===== config.mk =====
export PLATFORM = sky130hd
export DESIGN_NAME = pipe_hazard_ctrl
export DESIGN_NICKNAME = d
export VERILOG_FILES = /design/src/rtl/hcu_pkg.sv /design/src/rtl/hcu_lock_table.sv /design/src/rtl/hcu_stage_track.sv /design/src/rtl/hcu_hazard_detect.sv /design/src/rtl/pipe_hazard_ctrl.sv
export SDC_FILE = /design/constraint.sdc
export NUM_CORES = 1
export LEC_CHECK = 0
export ABC_AREA = 1
export CAP_MARGIN = 10
export CORE_MARGIN = 1
export CORE_UTILIZATION = 56
export DETAILED_ROUTE_END_ITERATION = 8
export GPL_TIMING_DRIVEN = 0
export PLACE_DENSITY_LB_ADDON = 0.25
export SYNTH_ARGS = -nofsm -noshare
export SYNTH_HDL_FRONTEND = slang
export SYNTH_SLANG_ARGS = --single-unit

===== constraint.sdc =====
create_clock -name clk -period 5.4 [get_ports clk]
set_clock_uncertainty 0.2 [all_clocks]
set_input_delay 0.54 -clock clk [delete_from_list [all_inputs] [get_ports clk]]
set_output_delay 0.54 -clock clk [all_outputs]
set_load 0.02 [all_outputs]

===== src/rtl/hcu_pkg.sv =====
package hcu_pkg;
  localparam int STG_N = 5;
  localparam int ST_IF = 0;
  localparam int ST_ID = 1;
  localparam int ST_OF = 2;
  localparam int ST_EX = 3;
  localparam int ST_SR = 4;
endpackage


===== src/rtl/hcu_lock_table.sv =====
module hcu_lock_table #(
  parameter int NREGS  = 16,
  parameter int RIDX_W = $clog2(NREGS)
) (
  input  logic              clk,
  input  logic              rst,
  input  logic              set_en,
  input  logic [RIDX_W-1:0] set_idx,
  input  logic [NREGS-1:0]  clr_vec,
  output logic [NREGS-1:0]  locks_o
);
  logic [NREGS-1:0] lk_q;
  logic [NREGS-1:0] set_vec;

  always_comb begin
    set_vec = '0;
    if (set_en) set_vec[set_idx] = 1'b1;
  end

  // set wins over clear on the same register
  always_ff @(posedge clk) begin
    if (rst) lk_q <= '0;
    else     lk_q <= (lk_q & ~clr_vec) | set_vec;
  end

  assign locks_o = lk_q;
endmodule


===== src/rtl/hcu_stage_track.sv =====
module hcu_stage_track
  import hcu_pkg::*;
#(
  parameter int RIDX_W = 4
) (
  input  logic                   clk,
  input  logic                   rst,
  input  logic                   if_vld,
  input  logic                   id_den,
  input  logic [RIDX_W-1:0]      id_dst,
  input  logic [STG_N-1:ST_ID]   hold,
  input  logic [STG_N-1:ST_ID]   flush,
  output logic [STG_N-1:ST_ID]   vld_o,
  output logic                   of_den_o,
  output logic [RIDX_W-1:0]      of_dst_o,
  output logic                   sr_den_o,
  output logic [RIDX_W-1:0]      sr_dst_o
);
  logic [STG_N-1:ST_ID] vld_q, vld_d;
  logic [STG_N-1:ST_OF] den_q, den_d;
  logic [STG_N-1:ST_OF][RIDX_W-1:0] dst_q, dst_d;

  always_comb begin
    for (int s = ST_ID; s < STG_N; s++) begin
      logic pv;
      pv = (s == ST_ID) ? if_vld : vld_q[s-1];
      if (hold[s])       vld_d[s] = vld_q[s];
      else if (flush[s]) vld_d[s] = 1'b0;
      else               vld_d[s] = pv;
    end
    for (int s = ST_OF; s < STG_N; s++) begin
      logic              pd;
      logic [RIDX_W-1:0] px;
      pd = (s == ST_OF) ? (id_den & vld_q[ST_ID]) : den_q[s-1];
      px = (s == ST_OF) ? id_dst : dst_q[s-1];
      if (hold[s]) begin
        den_d[s] = den_q[s];
        dst_d[s] = dst_q[s];
      end else begin
        den_d[s] = flush[s] ? 1'b0 : pd;
        dst_d[s] = px;
      end
    end
  end

  always_ff @(posedge clk) begin
    if (rst) begin
      vld_q <= '0;
      den_q <= '0;
      dst_q <= '0;
    end else begin
      vld_q <= vld_d;
      den_q <= den_d;
      dst_q <= dst_d;
    end
  end

  assign vld_o    = vld_q;
  assign of_den_o = den_q[ST_OF];
  assign of_dst_o = dst_q[ST_OF];
  assign sr_den_o = den_q[ST_SR];
  assign sr_dst_o = dst_q[ST_SR];
endmodule


===== src/rtl/hcu_hazard_detect.sv =====
module hcu_hazard_detect
  import hcu_pkg::*;
#(
  parameter int NREGS  = 16,
  parameter int RIDX_W = $clog2(NREGS)
) (
  input  logic [STG_N-1:ST_ID] vld,
  input  logic                 if_vld,
  input  logic                 if_req,
  input  logic                 of_req,
  input  logic [RIDX_W-1:0]    sa,
  input  logic                 sa_en,
  input  logic [RIDX_W-1:0]    sb,
  input  logic                 sb_en,
  input  logic [RIDX_W-1:0]    dd,
  input  logic                 dd_en,
  input  logic                 jmp,
  input  logic                 ex_cj,
  input  logic                 ex_tk,
  input  logic [NREGS-1:0]     locks,
  input  logic                 of_den,
  input  logic [RIDX_W-1:0]    of_dst,
  input  logic                 sr_den,
  input  logic [RIDX_W-1:0]    sr_dst,
  output logic [STG_N-1:0]     hold,
  output logic [STG_N-1:0]     flush,
  output logic                 set_en,
  output logic [RIDX_W-1:0]    set_idx,
  output logic [NREGS-1:0]     clr_vec
);
  logic             taken, raw, memc, jkill;
  logic [NREGS-1:0] rel_vec, lk_eff;

  always_comb begin
    taken   = vld[ST_EX] & ex_cj & ex_tk;
    rel_vec = '0;
    if (vld[ST_SR] & sr_den) rel_vec[sr_dst] = 1'b1;
    lk_eff  = locks & ~rel_vec;
    raw     = vld[ST_ID] & ((sa_en & lk_eff[sa]) | (sb_en & lk_eff[sb]) |
                            (dd_en & lk_eff[dd]));
    memc    = vld[ST_OF] & of_req & if_vld & if_req;
    jkill   = vld[ST_ID] & jmp & ~raw;

    hold  = '0;
    flush = '0;
    if (taken) begin
      flush[ST_ID] = 1'b1;
      flush[ST_OF] = 1'b1;
      flush[ST_EX] = 1'b1;
    end else begin
      hold[ST_ID]  = raw;
      hold[ST_IF]  = raw | (memc & ~jkill);
      flush[ST_OF] = raw;
      flush[ST_ID] = ~raw & (jkill | memc);
    end

    set_en  = vld[ST_ID] & dd_en & ~taken & ~raw;
    set_idx = dd;
    clr_vec = rel_vec;
    if (taken & vld[ST_OF] & of_den) clr_vec[of_dst] = 1'b1;
  end
endmodule


===== src/rtl/pipe_hazard_ctrl.sv =====
module pipe_hazard_ctrl
  import hcu_pkg::*;
#(
  parameter int NREGS  = 16,
  parameter int RIDX_W = $clog2(NREGS)
) (
  input  logic              clk,
  input  logic              rst,
  input  logic              if_vld_i,
  input  logic              if_mem_req_i,
  input  logic              of_mem_req_i,
  input  logic [RIDX_W-1:0] id_src_a_i,
  input  logic              id_src_a_en_i,
  input  logic [RIDX_W-1:0] id_src_b_i,
  input  logic              id_src_b_en_i,
  input  logic [RIDX_W-1:0] id_dst_i,
  input  logic              id_dst_en_i,
  input  logic              id_jmp_i,
  input  logic              ex_cjmp_i,
  input  logic              ex_taken_i,
  output logic [4:0]        hold_o,
  output logic [4:0]        flush_o,
  output logic [4:0]        stage_vld_o
);
  logic [STG_N-1:ST_ID] vld;
  logic [STG_N-1:0]     hold, flush;
  logic [NREGS-1:0]     locks, clr_vec;
  logic                 set_en, of_den, sr_den, den_eff;
  logic [RIDX_W-1:0]    set_idx, of_dst, sr_dst;

  // register 0 never takes a lock
  assign den_eff = id_dst_en_i & (id_dst_i != '0);

  hcu_lock_table #(.NREGS(NREGS), .RIDX_W(RIDX_W)) u_locks (
    .clk(clk), .rst(rst), .set_en(set_en), .set_idx(set_idx),
    .clr_vec(clr_vec), .locks_o(locks)
  );

  hcu_stage_track #(.RIDX_W(RIDX_W)) u_track (
    .clk(clk), .rst(rst), .if_vld(if_vld_i), .id_den(den_eff),
    .id_dst(id_dst_i), .hold(hold[STG_N-1:ST_ID]), .flush(flush[STG_N-1:ST_ID]),
    .vld_o(vld), .of_den_o(of_den), .of_dst_o(of_dst),
    .sr_den_o(sr_den), .sr_dst_o(sr_dst)
  );

  hcu_hazard_detect #(.NREGS(NREGS), .RIDX_W(RIDX_W)) u_haz (
    .vld(vld), .if_vld(if_vld_i), .if_req(if_mem_req_i), .of_req(of_mem_req_i),
    .sa(id_src_a_i), .sa_en(id_src_a_en_i), .sb(id_src_b_i), .sb_en(id_src_b_en_i),
    .dd(id_dst_i), .dd_en(den_eff), .jmp(id_jmp_i), .ex_cj(ex_cjmp_i),
    .ex_tk(ex_taken_i), .locks(locks), .of_den(of_den), .of_dst(of_dst),
    .sr_den(sr_den), .sr_dst(sr_dst), .hold(hold), .flush(flush),
    .set_en(set_en), .set_idx(set_idx), .clr_vec(clr_vec)
  );

  assign hold_o      = hold;
  assign flush_o     = flush;
  assign stage_vld_o = {vld, if_vld_i};
endmodule


# == Word level (Yosys, flattened, before mapping) ==
# Cells that the tools add are included.
# classes
n_mux,19
magnitude_cmp,8
n_reduce_logical,6
n_bitwise,33
# ops
operator,n
$mux W16,3
$and A16 B16 Y16,2
$not A16 Y16,2
$or A16 B16 Y16,2
$lt A4 B5 Y1 const B,5
$and A1 B1 Y1,20
$bmux W1 S4,3
$demux W1 S4,3
$ge A4 B1 Y1 const B,3
$mux W1,8
$mux W2,2
$or A1 B1 Y1,4
$reduce_bool A4 Y1,1
$reduce_or A2 Y1,2
$logic_and A1 B1 Y1,3
$not A1 Y1,3
# word_totals
ff_bits,35
wordCells,77
out_inout_bits,15
input_bits,23

# == Logic depth before layout (Yosys ltp) ==
# depth
word_depth,19
mapped_depth,16
depth_no_buf,14

# == Modules after synthesis ==
# A second synthesis with hierarchy kept.
# unflattened
hier_cells,401
area_unflattened_um2,2408.6
# by_module_without_submodules
mod,area_per_inst_um2,seq_area_each_um2,instances,cells_each
hcu_hazard_detect,957.2,0.0,1,199
hcu_stage_track,737.0,380.4,1,95
hcu_lock_table,690.7,320.3,1,102
pipe_hazard_ctrl,23.8,0.0,1,5

# == Worst setup path after synthesis ==
# Ideal clock, no wire load.
# synth_timing
path_kind,input-to-output
startpoint,input id_src_a_i[0]
endpoint,output hold_o[0]
t_arrival_ns,1.798
required_ns,4.660
path_slack_ns,2.862
path_buffers,1
path_stages,10
path_cell_list,clkbuf_1 > inv_1 > nand3_1 > nand3_1 > nand3_1 > nand3_1 > nand3_1 > nand3_2 > nand3_1 > o21ai_0
# synth_via
elab_chain_cells,12
# synth_rtl
element,line,source
start: declaration,pipe_hazard_ctrl.sv:12,"input logic [RIDX_W-1:0] id_src_a_i,"
$bmux W1 S4 (*),hcu_hazard_detect.sv:39,raw = vld[ST_ID] & ((sa_en & lk_eff[sa]) | (sb_en & lk_eff[sb]) |
$mux W1 (not written as such) (*),hcu_hazard_detect.sv:39,
$and A1 B1 Y1 (*),hcu_hazard_detect.sv:39,
$or A1 B1 Y1 (*) (2 in series),hcu_hazard_detect.sv:39,
$and A1 B1 Y1 (*),hcu_hazard_detect.sv:39,
$not A1 Y1,hcu_hazard_detect.sv:42,jkill = vld[ST_ID] & jmp & ~raw;
$and A1 B1 Y1,hcu_hazard_detect.sv:42,
$not A1 Y1,hcu_hazard_detect.sv:52,hold[ST_IF] = raw | (memc & ~jkill);
$and A1 B1 Y1,hcu_hazard_detect.sv:52,
$or A1 B1 Y1 (*),hcu_hazard_detect.sv:52,
$mux W2 (*),hcu_hazard_detect.sv:46,if (taken) begin
end: declaration,pipe_hazard_ctrl.sv:21,"output logic [4:0] hold_o,"
# Every way passes the cells marked *; elsewhere a longest branch is shown, timed or not. The select of a mux whose other input is x is not followed.

# == Worst setup path after layout ==
# layout_timing
startpoint,input id_dst_i[1]
endpoint,output flush_o[1]
# layout_via
elab_chain_cells,10
word_cells_on_any_way,12
classes_between,mux: 3; bitwise: 8; reduce/logical: 1
# layout_rtl
element,line,source
start: declaration,pipe_hazard_ctrl.sv:16,"input logic [RIDX_W-1:0] id_dst_i,"
$bmux W1 S4 / $reduce_bool A4 Y1 (equally long branches),"hcu_hazard_detect.sv:40, pipe_hazard_ctrl.sv:32",
$mux W1 (not written as such) / $and A1 B1 Y1 (equally long branches),"hcu_hazard_detect.sv:40, pipe_hazard_ctrl.sv:32",
$and A1 B1 Y1 (*),hcu_hazard_detect.sv:40,(dd_en & lk_eff[dd]));
$or A1 B1 Y1 (*),hcu_hazard_detect.sv:39,
$and A1 B1 Y1 (*),hcu_hazard_detect.sv:39,
$not A1 Y1 (*),"hcu_hazard_detect.sv:42, hcu_hazard_detect.sv:54",
$and A1 B1 Y1,hcu_hazard_detect.sv:42,
$or A1 B1 Y1,hcu_hazard_detect.sv:54,flush[ST_ID] = ~raw & (jkill | memc);
$and A1 B1 Y1 (*),hcu_hazard_detect.sv:54,
$mux W2 (*),hcu_hazard_detect.sv:46,
end: declaration,pipe_hazard_ctrl.sv:22,"output logic [4:0] flush_o,"
# Marked as above.

==> impl_metrics.py <==
metrics = {
    "status": {
        "outcome": "finished, final reports clean",
    },
    "global_routing": {
        "overflow": 0,
        "grt_pass1_vias": 2195,
        "grt_max_degree": 14,
        "grt_pass1_wl_um": 9890,
        "antenna_found_initial": 0,
        "track_usage": 0.317,
    },
    "yosys": {
        "synth_xor_area_frac": 0,
        "postSynthAreaPerCell_um2": 6.22,
        "synthSimpleGateAreaFrac": 0.445,
        "synth_top_cell_by_area": "dfxtp_1",
        "ys_seq_area_frac": 0.331,
        "synthMuxAreaShare": 0,
        "ys_ff_latch": 35,
        "synth_top_family_by_area": "simple AND/OR/NAND/NOR gates",
        "ys.flop_type": "dfxtp_1",
        "synthAdderAreaFrac": 0,
        "synth_top_area_frac": 0.331,
        "syn_area_um2": 2120,
        "synth_compound_area_frac": 0.102,
        "synth_area_leaders": "dfxtp_1 33%, nand3_1 23%, nand2_1 9.0%",
        "ys_types": 21,
        "async_flop_share": 0,
        "synth_edf_count": 0,
        "netlist_instances": 340,
        "yosysWarnings": 0,
    },
    "pwr": {
        "pwr-share-seq": 0.441,
        "p_clk_frac": 0.397,
        "switchingPower_w": 0.000165,
        "power_w": 0.000610,
        "switching_share": 0.271,
        "intPower_w": 0.000445,
        "combPwrFrac": 0.162,
        "p_per_area_nw_per_um2": 235,
        "p_leak_nw": 1.08,
        "vdd_drop_max_mv": 0.198,
    },
    "detailed_routing": {
        "vias": 2364,
        "vias_per_cell": 5.54,
        "drtAntennaViolNets": 0,
        "drtPass1Iterations": 5,
        "first_iter_violations": 239,
        "drt-wirelength-per-cell_um": 13.7,
        "drcViolationCount": 0,
        "wl_um": 5840,
    },
    "layout": {
        "nFillCells": 307,
        "n_antenna_cell": 0,
        "layout_common_cells": "97 x nand3_1, 51 x nand2_1, 49 x nor2_1, 41 x inv_1, 35 x dfxtp_1",
        "final_common_cell": "nand3_1",
        "area_delta_synth_final_pct": 22.6,
        "nNetsFinal": 403,
        "seq_area_um2": 701,
        "drive_above_1_share": 0.0630,
        "multi_input_area_um2": 1180,
    },
    "worst_setup_path": {
        "cp-end-kind": "primary output",
        "critPathMaxFanout": 5,
        "required_ns": 4.66,
        "worst_setup_path_start_kind": "primary input",
        "path_class": "in -> out",
        "cp_data_arrival_time_ns": 3.00,
        "ff2ff_setup_slack_ns": 3.00,
    },
    "clock_network": {
        "hold_buffers": 0,
        "clock-root-buffer": "clkbuf_8",
        "clk_latency_ns": 0.30,
        "cts_buffers": 5,
        "cts_max_path_buffers": 2,
        "tritoncts": "built",
        "htree_levels": 2,
        "postCtsSetupBuffers": 0,
        "post_cts_resize_count": 0,
        "cts.sinks": 35,
        "clkTransAtPathRegs_ns": 0.08,
    },
    "worst_hold_path": {
        "hp-class": "reg -> reg",
    },
    "floorplanning": {
        "pin_count": 38,
        "dieArea_um2": 4030,
        "die_w_um": 63.5,
        "row_count": 21,
        "die_h_um": 63.5,
        "start_util": 0.610,
        "coreArea_um2": 3470,
    },
    "timing": {
        "rsz0062_at_grt": "false",
        "setup_violations": 0,
        "fmax_mhz": 267,
        "fin_tns_setup_ns": 0,
        "drv_slew": 0,
        "worstMarginPinSlew_ns": 0.503,
        "finalHoldViolations": 0,
        "period_share": 0.692,
        "maxSlewHeadroom": 0.665,
        "fin_crit_ns": 3.74,
    },
    "placement": {
        "port_buffers": 29,
        "dp_hpwl_um": 4690,
        "place_congestion": 0.922,
    },
    "run": {
        "drv_cap": 0,
    },
}
[final timing paths]
| check | cells after the start | from | endpoint |
|---|---|---|---|
| worst max-delay path | 14 | id_dst_i[1] | flush_o[1] |
| worst min-delay path | 2 | u_track.den_q[3] | u_track.den_q[4] |
| worst max register to register | 16 | u_track.vld_o[4] | u_locks.locks_o[9] |
| worst min register to register | 2 | u_track.den_q[3] | u_track.den_q[4] |
[layout make-up]
class | count | share of cell area
well taps | 46 | 0.0222
inverters | 41 | 0.0593
clock inverters | 3 | 0.0183
multi-input cells | 252 | 0.453
flip-flops and latches | 35 | 0.270
clock buffers | 5 | 0.0265
repair buffers | 29 | 0.112
plain buffers | 16 | 0.0386
[worst max-delay path: stages]
cell and delay, ns:
clkdlybuf4s50_1 0.47, inv_1 0.08, nor2_1 0.25, inv_1 0.14, nor2_1 0.18, nand2_1 0.09, nand4_1 0.12, nor2_1 0.06
nand2_1 0.08, nand3_2 0.13, nand3_1 0.15, nand2_1 0.06, inv_1 0.05, clkdlybuf4s50_1 0.59
[layer usage]
metal	global-route usage	vias to the layer above	share of wire
met5	0	-	0
met4	0.151	0	0.026
met3	0.0525	17	0.073
met2	0.509	109	0.46
met1	0.409	1048	0.45
li1	-	1190	-
[power groups by stage]
| stage | Combinational (W) | Sequential, W | Clock [W] |
|---|---|---|---|
| 2_1_floorplan | 0.0000584 | 0.000275 | 0 |
| 3_3_place_gp | 0.0000952 | 0.000275 | 0 |
| 3_5_place_dp | 0.0000966 | 0.000275 | 0 |
| 4_1_cts | 0.0000973 | 0.000269 | 0.000242 |
| 5_1_grt | 0.000108 | 0.000270 | 0.000254 |
| 6_report | 0.0000986 | 0.000269 | 0.000242 |
[synthesized netlist by cell type, types with 2 or more instances]
cell type and number:
clkbuf_1 5, o21ai_1 2, or2_2 2, buf_4 8
o21bai_1 12, inv_1 41, a21oi_1 17, nor2_1 49
nand3_1 97, buf_2 2, o21ai_0 6, dfxtp_1 35
nand4_1 3, nor3_1 4, nand2_1 51
[stage by stage]
stage	hold slack [ns]	instance area (um^2)	worst slack (ns)	cells	util
3_5_place_dp	0.193	2480	1.69	419	0.715
4_1_cts	0.204	2590	1.67	427	0.748
5_1_grt	0.233	2590	1.47	427	0.748
3_3_place_gp	0.192	2480	1.73	419	0.715
2_1_floorplan	0.188	2130	2.86	344	-
6_report	0.203	2590	1.66	427	0.748
[sequential cells by signal (all words and copies together), names as in the netlist]
signal / count
u_track.of_dst_o: 4
u_track.den_q: 3
u_track.sr_dst_o: 4
u_track.vld_o: 4
u_locks.locks_o: 16
u_track.dst_q: 4
[cells by family (layout without fill, tap and decap cells)]
family,after synthesis,after routing
simple gates,210,210
buf+inv,57,94
compound gates,37,37
flops,35,35
other cells,1,5
(Power assumes the default switching activity.)
